$ cat config.mk
export PLATFORM = sky130hd
export DESIGN_NAME = conv_pace_ctrl
export DESIGN_NICKNAME = d
export VERILOG_FILES = /design/src/rtl/pace_pkg.sv /design/src/rtl/pace_line_cond.sv /design/src/rtl/pace_delay_timer.sv /design/src/rtl/pace_run_latch.sv /design/src/rtl/conv_pace_ctrl.sv
export SDC_FILE = /design/constraint.sdc
export NUM_CORES = 1
export LEC_CHECK = 0
export BUFFER_PORTS_ARGS = -buffer_cell sky130_fd_sc_hd__buf_2
export CAP_MARGIN = 10
export CORE_MARGIN = 10
export CORE_UTILIZATION = 32
export CTS_CLUSTER_DIAMETER = 200
export DETAILED_ROUTE_END_ITERATION = 16
export GPL_TIMING_DRIVEN = 0
export HOLD_SLACK_MARGIN = 0.02
export PLACE_DENSITY = 0.55
export SLEW_MARGIN = 20
export SYNTH_ARGS = -nofsm -noshare
export SYNTH_HDL_FRONTEND = slang
export SYNTH_SLANG_ARGS = --single-unit
$ cat constraint.sdc
create_clock -name clk -period 3.5 [get_ports clk]
set_input_delay 1.05 -clock clk [delete_from_list [all_inputs] [get_ports clk]]
set_output_delay 1.05 -clock clk [all_outputs]
set_load 0.02 [all_outputs]
$ cat src/rtl/pace_pkg.sv
package pace_pkg;

  typedef enum logic [1:0] {
    ST_RUN       = 2'd0,
    ST_WAIT_DLY  = 2'd1,
    ST_WAIT_TRIG = 2'd2
  } pace_st_e;

  localparam int NUM_LINES = 3;
  localparam int LN_FREEZE = 0;
  localparam int LN_PARK   = 1;
  localparam int LN_TRIG   = 2;

  // The delay phase is skipped on the fast-rate setting or a zero delay.
  function automatic logic skip_wait(input logic fast_sel, input logic dly_is_zero);
    return fast_sel | dly_is_zero;
  endfunction

  // Number of idle cycles a delay value produces.
  function automatic int unsigned idle_cycles(input int unsigned dly, input int unsigned div);
    return dly * div;
  endfunction

endpackage

$ cat src/rtl/pace_line_cond.sv
module pace_line_cond #(
  parameter int DEB_CYC = 4
) (
  input  logic clk,
  input  logic rst_n,
  input  logic raw_n,
  output logic level,
  output logic rise
);
  localparam int CW = (DEB_CYC > 1) ? $clog2(DEB_CYC) : 1;
  localparam logic [CW-1:0] CNT_LAST = CW'(DEB_CYC - 1);

  logic          sync_a, sync_b;
  logic [CW-1:0] run_cnt;
  logic          lvl_q, lvl_d1;

  always_ff @(posedge clk or negedge rst_n) begin
    if (!rst_n) begin
      sync_a  <= 1'b1;
      sync_b  <= 1'b1;
      run_cnt <= '0;
      lvl_q   <= 1'b0;
      lvl_d1  <= 1'b0;
    end else begin
      sync_a <= raw_n;
      sync_b <= sync_a;
      lvl_d1 <= lvl_q;
      if (~sync_b == lvl_q) begin
        run_cnt <= '0;
      end else if (run_cnt == CNT_LAST) begin
        lvl_q   <= ~sync_b;
        run_cnt <= '0;
      end else begin
        run_cnt <= run_cnt + 1'b1;
      end
    end
  end

  assign level = lvl_q;
  assign rise  = lvl_q & ~lvl_d1;

endmodule

$ cat src/rtl/pace_delay_timer.sv
module pace_delay_timer #(
  parameter int DLY_W    = 16,
  parameter int TICK_DIV = 1000
) (
  input  logic             clk,
  input  logic             rst_n,
  input  logic             load,
  input  logic [DLY_W-1:0] load_val,
  input  logic             count_en,
  output logic             expire
);
  localparam int PW = (TICK_DIV > 1) ? $clog2(TICK_DIV) : 1;
  localparam logic [PW-1:0] PRE_LAST = PW'(TICK_DIV - 1);

  logic [DLY_W-1:0] ticks_left;
  logic [PW-1:0]    pre_cnt;
  logic             tick;

  assign tick = (pre_cnt == PRE_LAST);

  always_ff @(posedge clk or negedge rst_n) begin
    if (!rst_n) begin
      ticks_left <= '0;
      pre_cnt    <= '0;
    end else if (load) begin
      ticks_left <= load_val;
      pre_cnt    <= '0;
    end else if (count_en && ticks_left != '0) begin
      if (tick) begin
        pre_cnt    <= '0;
        ticks_left <= ticks_left - 1'b1;
      end else begin
        pre_cnt <= pre_cnt + 1'b1;
      end
    end
  end

  assign expire = count_en & tick & (ticks_left == DLY_W'(1));

endmodule

$ cat src/rtl/pace_run_latch.sv
module pace_run_latch
  import pace_pkg::*;
(
  input  logic clk,
  input  logic rst_n,
  input  logic zero_start,
  input  logic skip,
  input  logic park_lvl,
  input  logic trig_evt,
  input  logic tmr_expire,
  output logic tmr_load,
  output logic in_delay,
  output logic run_q
);
  pace_st_e st_q, st_d;

  always_comb begin
    st_d     = st_q;
    tmr_load = 1'b0;
    unique case (st_q)
      ST_RUN: begin
        if (zero_start) begin
          if (park_lvl) begin
            st_d = ST_WAIT_TRIG;
          end else if (!skip) begin
            st_d     = ST_WAIT_DLY;
            tmr_load = 1'b1;
          end
        end
      end
      ST_WAIT_DLY: begin
        if (park_lvl) begin
          st_d = trig_evt ? ST_RUN : ST_WAIT_TRIG;
        end else if (tmr_expire) begin
          st_d = ST_RUN;
        end
      end
      ST_WAIT_TRIG: begin
        if (trig_evt || !park_lvl) st_d = ST_RUN;
      end
      default: st_d = ST_RUN;
    endcase
  end

  always_ff @(posedge clk or negedge rst_n) begin
    if (!rst_n) st_q <= ST_RUN;
    else        st_q <= st_d;
  end

  assign run_q    = (st_q == ST_RUN);
  assign in_delay = (st_q == ST_WAIT_DLY);

endmodule

$ cat src/rtl/conv_pace_ctrl.sv
module conv_pace_ctrl
  import pace_pkg::*;
#(
  parameter int DLY_W    = 16,
  parameter int TICK_DIV = 1000,
  parameter int DEB_CYC  = 4
) (
  input  logic             clk,
  input  logic             rst_n,
  input  logic             zero_start,
  input  logic             max_rate,
  input  logic [DLY_W-1:0] delay_val,
  input  logic             hold1_n,
  input  logic             hold2_n,
  input  logic             trig_n,
  output logic             clk_en
);
  logic [NUM_LINES-1:0] raw_lines, lvl_lines, rise_lines;

  // Named internal events, observed by the bound checker.
  logic freeze_lvl, park_lvl, trig_evt;
  logic tmr_load, tmr_expire, in_delay, run_q, skip;

  assign raw_lines[LN_FREEZE] = hold1_n;
  assign raw_lines[LN_PARK]   = hold2_n;
  assign raw_lines[LN_TRIG]   = trig_n;

  for (genvar g = 0; g < NUM_LINES; g++) begin : g_line
    pace_line_cond #(.DEB_CYC(DEB_CYC)) u_cond (
      .clk   (clk),
      .rst_n (rst_n),
      .raw_n (raw_lines[g]),
      .level (lvl_lines[g]),
      .rise  (rise_lines[g])
    );
  end

  assign freeze_lvl = lvl_lines[LN_FREEZE];
  assign park_lvl   = lvl_lines[LN_PARK];
  assign trig_evt   = rise_lines[LN_TRIG];
  assign skip       = skip_wait(max_rate, delay_val == '0);

  pace_run_latch u_latch (
    .clk        (clk),
    .rst_n      (rst_n),
    .zero_start (zero_start),
    .skip       (skip),
    .park_lvl   (park_lvl),
    .trig_evt   (trig_evt),
    .tmr_expire (tmr_expire),
    .tmr_load   (tmr_load),
    .in_delay   (in_delay),
    .run_q      (run_q)
  );

  pace_delay_timer #(.DLY_W(DLY_W), .TICK_DIV(TICK_DIV)) u_timer (
    .clk      (clk),
    .rst_n    (rst_n),
    .load     (tmr_load),
    .load_val (delay_val),
    .count_en (in_delay & ~freeze_lvl),
    .expire   (tmr_expire)
  );

  assign clk_en = run_q & ~freeze_lvl;

endmodule

# After elaboration in Yosys (flattened, before gate mapping)
# Index checks and enable logic that the tools add are counted.
[word_totals] output_inout_bits=1 input_bits=23 regBits=44 elab_cells=86
[op_classes] reduce_logical=13 addsub=5 bitwise=14 n_mux=24 n_eq_ne=14
[op_table] operator="2-to-1 mux 16 bit" n=3
[op_table] operator="2-to-1 mux 10 bit" n=3
[op_table] operator="2-to-1 mux 2 bit" n=13
[op_table] operator="== test 16 x 1 -> 1 bit, second input constant" n=1
[op_table] operator="logical NOT 16 bit" n=1
[op_table] operator="nonzero test 16 bit" n=1
[op_table] operator="subtractor 16 x 1 -> 16 bit, second input constant" n=1
[op_table] operator="adder 10 x 1 -> 10 bit, second input constant" n=1
[op_table] operator="== test 10 bit, second input constant" n=1
[op_table] operator="== test 2 bit, second input constant" n=4
[op_table] operator="NOT 1 bit" n=8
[op_table] operator="AND reduction 2 bit" n=4
[op_table] operator="adder 2 x 1 -> 2 bit, second input constant" n=3
[op_table] operator="case mux 2 bit (3 select lines)" n=1
[op_table] operator="bitwise AND 1 bit" n=5
[op_table] operator="2-to-1 mux 1 bit" n=4
[op_table] operator="AND reduction 4 bit" n=1
[op_table] operator="nonzero test 2 bit" n=2
[op_table] operator="== test 1 bit" n=3
[op_table] operator="!= test 3 x 2 -> 1 bit, second input constant" n=1
[op_table] operator="!= test 3 bit, second input constant" n=1
[op_table] operator="== test 2 x 1 -> 1 bit, second input constant" n=1
[op_table] operator="logical NOT 2 bit" n=1
[op_table] operator="!= test 2 x 1 -> 1 bit, second input constant" n=1
[op_table] operator="5 further kinds" n=5

# Longest topological paths before layout
[depth] word_depth=8 depth_mapped=9 mapped_depth_nobuf=7

# Cells and area by module
# Synthesis repeated with hierarchy kept, for this count alone.
[unflattened] hier_cells=234 hier_area_um2=2429.8
[modules_own_cells] mod="pace_delay_timer" area_each_um2=1631.6 cells_each=173 seq_area_each_um2=650.6 n_inst=1
[modules_own_cells] mod="pace_line_cond" area_each_um2=209.0 cells_each=14 seq_area_each_um2=152.6 n_inst=3
[modules_own_cells] mod="pace_run_latch" area_each_um2=123.9 cells_each=12 seq_area_each_um2=50.0 n_inst=1
[modules_own_cells] mod="conv_pace_ctrl" area_each_um2=47.5 cells_each=7 seq_area_each_um2=0.0 n_inst=1

# Worst setup path before layout
# No wires, ideal clock.
[synth_timing] path_kind="input to register" start="in delay_val[3]" end="reg u_timer.ticks_left[3]" path_buffers=1 cell_stages=6 arrival_time_ps=2043 setup_ps=70 required_ps=3430 setup_slack_ps=1387 path_cell_list="nor4_1 > nand4_1 > nand2_1 > clkbuf_1 > o311ai_1 > nand3_1"
[synth_via] elab_chain_cells=8 elab_cells_between_ends=10 classes_between="5 x mux; 1 x bitwise; 4 x reduce/logical"
[synth_lines] item="start, declared" line="conv_pace_ctrl.sv:12" rtl="input logic [DLY_W-1:0] delay_val,"
[synth_lines] item="logical NOT 16 bit" line="conv_pace_ctrl.sv:41" rtl="assign skip = skip_wait(max_rate, delay_val == '0);"
[synth_lines] item="bitwise OR 1 bit" line="pace_pkg.sv:16" rtl="return fast_sel | dly_is_zero;"
[synth_lines] item="2-to-1 mux 1 bit" line="pace_run_latch.sv:25" rtl="end else if (!skip) begin"
[synth_lines] item="2-to-1 mux 1 bit" line="pace_run_latch.sv:23" rtl="if (park_lvl) begin"
[synth_lines] item="2-to-1 mux 1 bit" line="pace_run_latch.sv:22" rtl="if (zero_start) begin"
[synth_lines] item="2-to-1 mux 1 bit" line="pace_run_latch.sv:20" rtl="unique case (st_q)"
[synth_lines] item="nonzero test 2 bit (no line)"
[synth_lines] item="AND reduction 2 bit (no line)"
[synth_lines] item="end signal, assigned" line="pace_delay_timer.sv:26" rtl="ticks_left <= load_val;"
[synth_lines] item="end signal, assigned" line="pace_delay_timer.sv:31" rtl="ticks_left <= ticks_left - 1'b1;"
[synth_lines] item="end, declared" line="pace_delay_timer.sv:15" rtl="logic [DLY_W-1:0] ticks_left;"
# Parallel ways exist; a longest one is shown, timed or not.
# A chain may end at the register's enable or synchronous reset.

# Final worst setup path
[layout_timing] start="in delay_val[11]" end="reg u_timer.ticks_left[13]"
[layout_via] elab_chain_cells=8 elab_cells_between_ends=10 classes_between="5 x mux; 1 x bitwise; 4 x reduce/logical"
[layout_lines] item="logical NOT 16 bit *" line="conv_pace_ctrl.sv:41"
[layout_lines] item="bitwise OR 1 bit *" line="pace_pkg.sv:16"
[layout_lines] item="2-to-1 mux 1 bit *" line="pace_run_latch.sv:25"
[layout_lines] item="2-to-1 mux 1 bit *" line="pace_run_latch.sv:23"
[layout_lines] item="2-to-1 mux 1 bit *" line="pace_run_latch.sv:22"
[layout_lines] item="2-to-1 mux 1 bit *" line="pace_run_latch.sv:20"
[layout_lines] item="nonzero test 2 bit (no line)"
[layout_lines] item="AND reduction 2 bit (no line)"
# Mark *: on every way between the ends. The rest lies on a longest branch, timed or not.

==> impl_metrics.sql <==
INSERT INTO impl_metrics (metric_group, metric, value, unit) VALUES
('sta', 'final.period_utilization', '67.5', '%'),
('sta', 'fin_worst_skew', '9.76', 'ps'),
('yosys', 'synth-compound-area-share', '13.9', '%'),
('worst_hold_path', 'holdPathStages', '0', ''),
('pwr', 'p_clk_share', '23.4', '%'),
('detailed_routing', 'drt.antenna.violating_nets', '0', ''),
('pwr', 'power_frac_seq', '48.9', '%'),
('yosys', 'synth_adder_area_share', '3.82', '%'),
('sta', 'timing.final.max_slew_violations', '0', ''),
('pwr', 'combPwrFrac', '27.8', '%'),
('sta', 'timing_worst_slew_pin_value', '570', 'ps'),
('sta', 'period_minus_slack', '2360', 'ps'),
('clock_network', 'numClockSinks', '44', ''),
('setup_path', 'startpoint', 'delay_val[11]', ''),
('die', 'core.rowCount', '30', ''),
('yosys', 'synth_cell_type_count', '46', ''),
('setup_path', 'crit_path_cell_trace', 'buf_2, nor4_1, nand4_1, nand2_1, clkbuf_1, nor2_1, a31oi_1', ''),
('sta', 'summed_negative_setup_slack_over_all_endpoints', '0', 'ps'),
('global_routing', 'grt_start_max_net_pins', '45', ''),
('worst_hold_path', 'min-delay-path-class', 'reg -> reg', ''),
('finish', 'design_area', '0.00265', 'mm2'),
('pwr', 'power.density_cell_area', '667', 'mW/mm2'),
('yosys', 'synth_xor_area_share', '2.67', '%'),
('setup_path', 'worstSetupStartpointType', 'input port', ''),
('yosys', 'avgSynthCellArea', '10.0', 'um2'),
('setup_path', 'worstReg2RegStart', 'u_timer.ticks_left[0]$_DFFE_PN0P_', ''),
('detailed_routing', 'drtIter0Drc', '68', ''),
('clock_network', 'max-clock-path-buffers', '2', ''),
('pwr', 'netSwitchingFraction', '36.1', '%'),
('detailed_routing', 'via_count', '1815', ''),
('setup_path', 'timing.critical_path.to_type', 'register', ''),
('sta', 'slew_headroom', '62.0', '%'),
('yosys', 'netlist_area', '0.00229', 'mm2'),
('clock_network', 'worstSkewPairLatency', '300', 'ps'),
('detailed_routing', 'drt_wl_total', '5320', 'um'),
('yosys', 'yosys_warnings', '0', ''),
('run_status', 'outcome', 'completed', ''),
('detailed_routing', 'route.detailed.vias_per_inst', '5.10', ''),
('clock_network', 'maximum_level_of_the_cts_h_tree', '2', ''),
('sta', 'report.final.hold_viol_count', '0', ''),
('yosys', 'synth-seq-area-share', '48.3', '%'),
('pwr', 'p_int', '1130', 'uW'),
('yosys', 'postSynth.topFlopCell', 'sky130_fd_sc_hd__dfrtp_1', ''),
('pwr', 'leakage', '0.00107', 'uW'),
('finish', 'final_layout_size_suffix_gt1_share', '19.2', '%'),
('yosys', 'post_synth_and_or_nand_nor_area_fraction', '27.8', '%'),
('pwr', 'vdd.ir_drop.worst', '0.252', 'mV'),
('flow_run', 'maxCapViolCount', '0', ''),
('setup_path', 'crit_path_end', 'u_timer.ticks_left[13]$_DFFE_PN0P_', ''),
('setup_path', 'worst-path-stages', '7', ''),
('clock_network', 'cts-hold-fix-buffers', '0', ''),
('setup_path', 'r2r_cells', '8', ''),
('setup_path', 'cpPeakStageDelay', '410', 'ps'),
('setup_path', 'crit_path_max_fanout', '10', ''),
('sta', 'fmax', '423', 'MHz'),
('yosys', 'post_synthesis_sequential_element_count', '44', ''),
('die', 'fp.dieArea', '0.0110', 'mm2'),
('die', 'die_width', '105', 'um'),
('sta', 'final-setup-viol-count', '0', ''),
('die', 'chipHeight', '105', 'um'),
('global_routing', 'grt_overflow', '0', ''),
('sta', 'rsz0062_at_grt', 'false', ''),
('die', 'floorplan.io_pins', '24', ''),
('clock_network', 'root_buffer', 'sky130_fd_sc_hd__clkbuf_8', ''),
('yosys', 'synth_cells', '229', ''),
('setup_path', 'critical_path.slowest_cell', 'sky130_fd_sc_hd__clkbuf_1', ''),
('detailed_routing', 'drt-pass1-iter-count', '4', ''),
('clock_network', 'cts_tree', 'yes', ''),
('setup_path', 'critical_path_arrival', '2580', 'ps'),
('setup_path', 'reg2reg_slack', '1340', 'ps'),
('global_routing', 'grt_use_total', '9.70', '%');
-- flip-flops by register name, summed over array words and instances (netlist names) --
signal	flops
u_timer.ticks_left	16
u_timer.pre_cnt	10
g_line.u_cond.run_cnt	6
g_line.u_cond.level	3
g_line.u_cond.sync_a	3
g_line.u_cond.sync_b	3
u_latch.st_q	2
g_line.u_cond.lvl_d1	1
-- metrics by stage --
stage | total power (uW) | utilization (%) | setup slack, ps | hold slack [ps] | instances
6_report | 1770 | 38.6 | 1140 | 358 | 356
5_1_grt | 1910 | 38.6 | 932 | 364 | 356
4_1_cts | 1790 | 38.6 | 1100 | 359 | 356
3_5_place_dp | 1370 | 36.8 | 813 | 347 | 348
3_3_place_gp | 1350 | 36.8 | 782 | 346 | 348
2_1_floorplan | 1210 | - | 1390 | 345 | 229
-- worst reg2reg max path, stage by stage, from the launching register on --
cell and delay, ps:
sky130_fd_sc_hd__dfrtp_1 400, sky130_fd_sc_hd__inv_2 120, sky130_fd_sc_hd__ha_1 160, sky130_fd_sc_hd__nor4b_1 330, sky130_fd_sc_hd__nand4_2 290, sky130_fd_sc_hd__and2_1 230
sky130_fd_sc_hd__clkbuf_1 190, sky130_fd_sc_hd__a41oi_1 260, sky130_fd_sc_hd__a211oi_1 70
-- layout make-up --
class / count / area [um2]
Buffer: 7 / 37.5
Clock buffer: 6 / 82.6
Clock inverter: 2 / 38.8
Fill cell: 683 / 4220
Inverter: 6 / 22.5
Multi-Input combinational cell: 172 / 1120
Sequential cell: 44 / 1110
Tap cell: 96 / 120
Timing Repair Buffer: 23 / 118
-- cells in the mapped netlist (all sizes together), types with 7 or more instances --
cell type	number	share of area [%]
or4	7	2.3
o21ai	10	2.2
nand3	11	2.9
ha	7	3.8
or3	7	1.9
dfrtp	38	41
nand2	20	3.3
a21oi	11	2.4
a31oi	9	2.5
nor2	24	3.9
-- cell usage in the layout, fill, tap and decap left out, types with 4 or more instances in the layout --
cell,netlist,routed
sky130_fd_sc_hd__a21oi_1,11,11
sky130_fd_sc_hd__a31oi_1,9,9
sky130_fd_sc_hd__and2_1,5,5
sky130_fd_sc_hd__buf_2,0,22
sky130_fd_sc_hd__clkbuf_1,5,5
sky130_fd_sc_hd__clkbuf_8,0,6
sky130_fd_sc_hd__dfrtp_1,38,38
sky130_fd_sc_hd__dfstp_2,6,6
sky130_fd_sc_hd__ha_1,7,7
sky130_fd_sc_hd__inv_1,4,4
sky130_fd_sc_hd__nand2_1,20,20
sky130_fd_sc_hd__nand3_1,10,10
sky130_fd_sc_hd__nor2_1,24,24
sky130_fd_sc_hd__nor3_1,6,6
sky130_fd_sc_hd__nor4_1,4,4
sky130_fd_sc_hd__o21ai_0,6,6
sky130_fd_sc_hd__o21ai_1,4,4
sky130_fd_sc_hd__o311ai_1,6,6
sky130_fd_sc_hd__o31ai_1,4,4
sky130_fd_sc_hd__or3_1,7,7
sky130_fd_sc_hd__or4_1,7,7
sky130_fd_sc_hd__xor2_1,6,6
-- power by group through the flow --
stage / logic (uW) / registers (uW) / clock network [uW]
6_report: 491 / 864 / 414
5_1_grt: 570 / 891 / 449
4_1_cts: 502 / 861 / 429
3_5_place_dp: 499 / 867 / 0
3_3_place_gp: 484 / 864 / 0
2_1_floorplan: 380 / 827 / 0
-- worst min-delay path by stage --
stage                                 startpoint                                 to  slack, ps
2_1_floorplan  g_line[0].u_cond.sync_a$_DFF_PN1_  g_line[0].u_cond.sync_b$_DFF_PN1_        350
3_3_place_gp   g_line[1].u_cond.sync_a$_DFF_PN1_  g_line[1].u_cond.sync_b$_DFF_PN1_        350
3_5_place_dp   g_line[0].u_cond.sync_a$_DFF_PN1_  g_line[0].u_cond.sync_b$_DFF_PN1_        350
4_1_cts        g_line[2].u_cond.sync_a$_DFF_PN1_  g_line[2].u_cond.sync_b$_DFF_PN1_        360
5_1_grt        g_line[2].u_cond.sync_a$_DFF_PN1_  g_line[2].u_cond.sync_b$_DFF_PN1_        360
6_report       g_line[2].u_cond.sync_a$_DFF_PN1_  g_line[2].u_cond.sync_b$_DFF_PN1_        360
-- routing by layer --
metal	wire length, um	track usage, %	vias up
met2	2470	15.5	35
li1	-	-	918
met4	43	2.84	0
met5	0	0	-
met3	162	2.46	5
met1	2650	12.6	857
-- logic make-up after synthesis --
| group | Yosys count |
|---|---|
| AO/OA/AOI/OAI | 49 |
| AND/OR/NAND/NOR | 107 |
| buffers and inverters | 13 |
| adder cells (fa/ha/maj) | 7 |
| multiplexers | 2 |
| flip-flops | 44 |
| XOR/XNOR | 7 |
No activity file was read; power rests on OpenSTA's default activity.
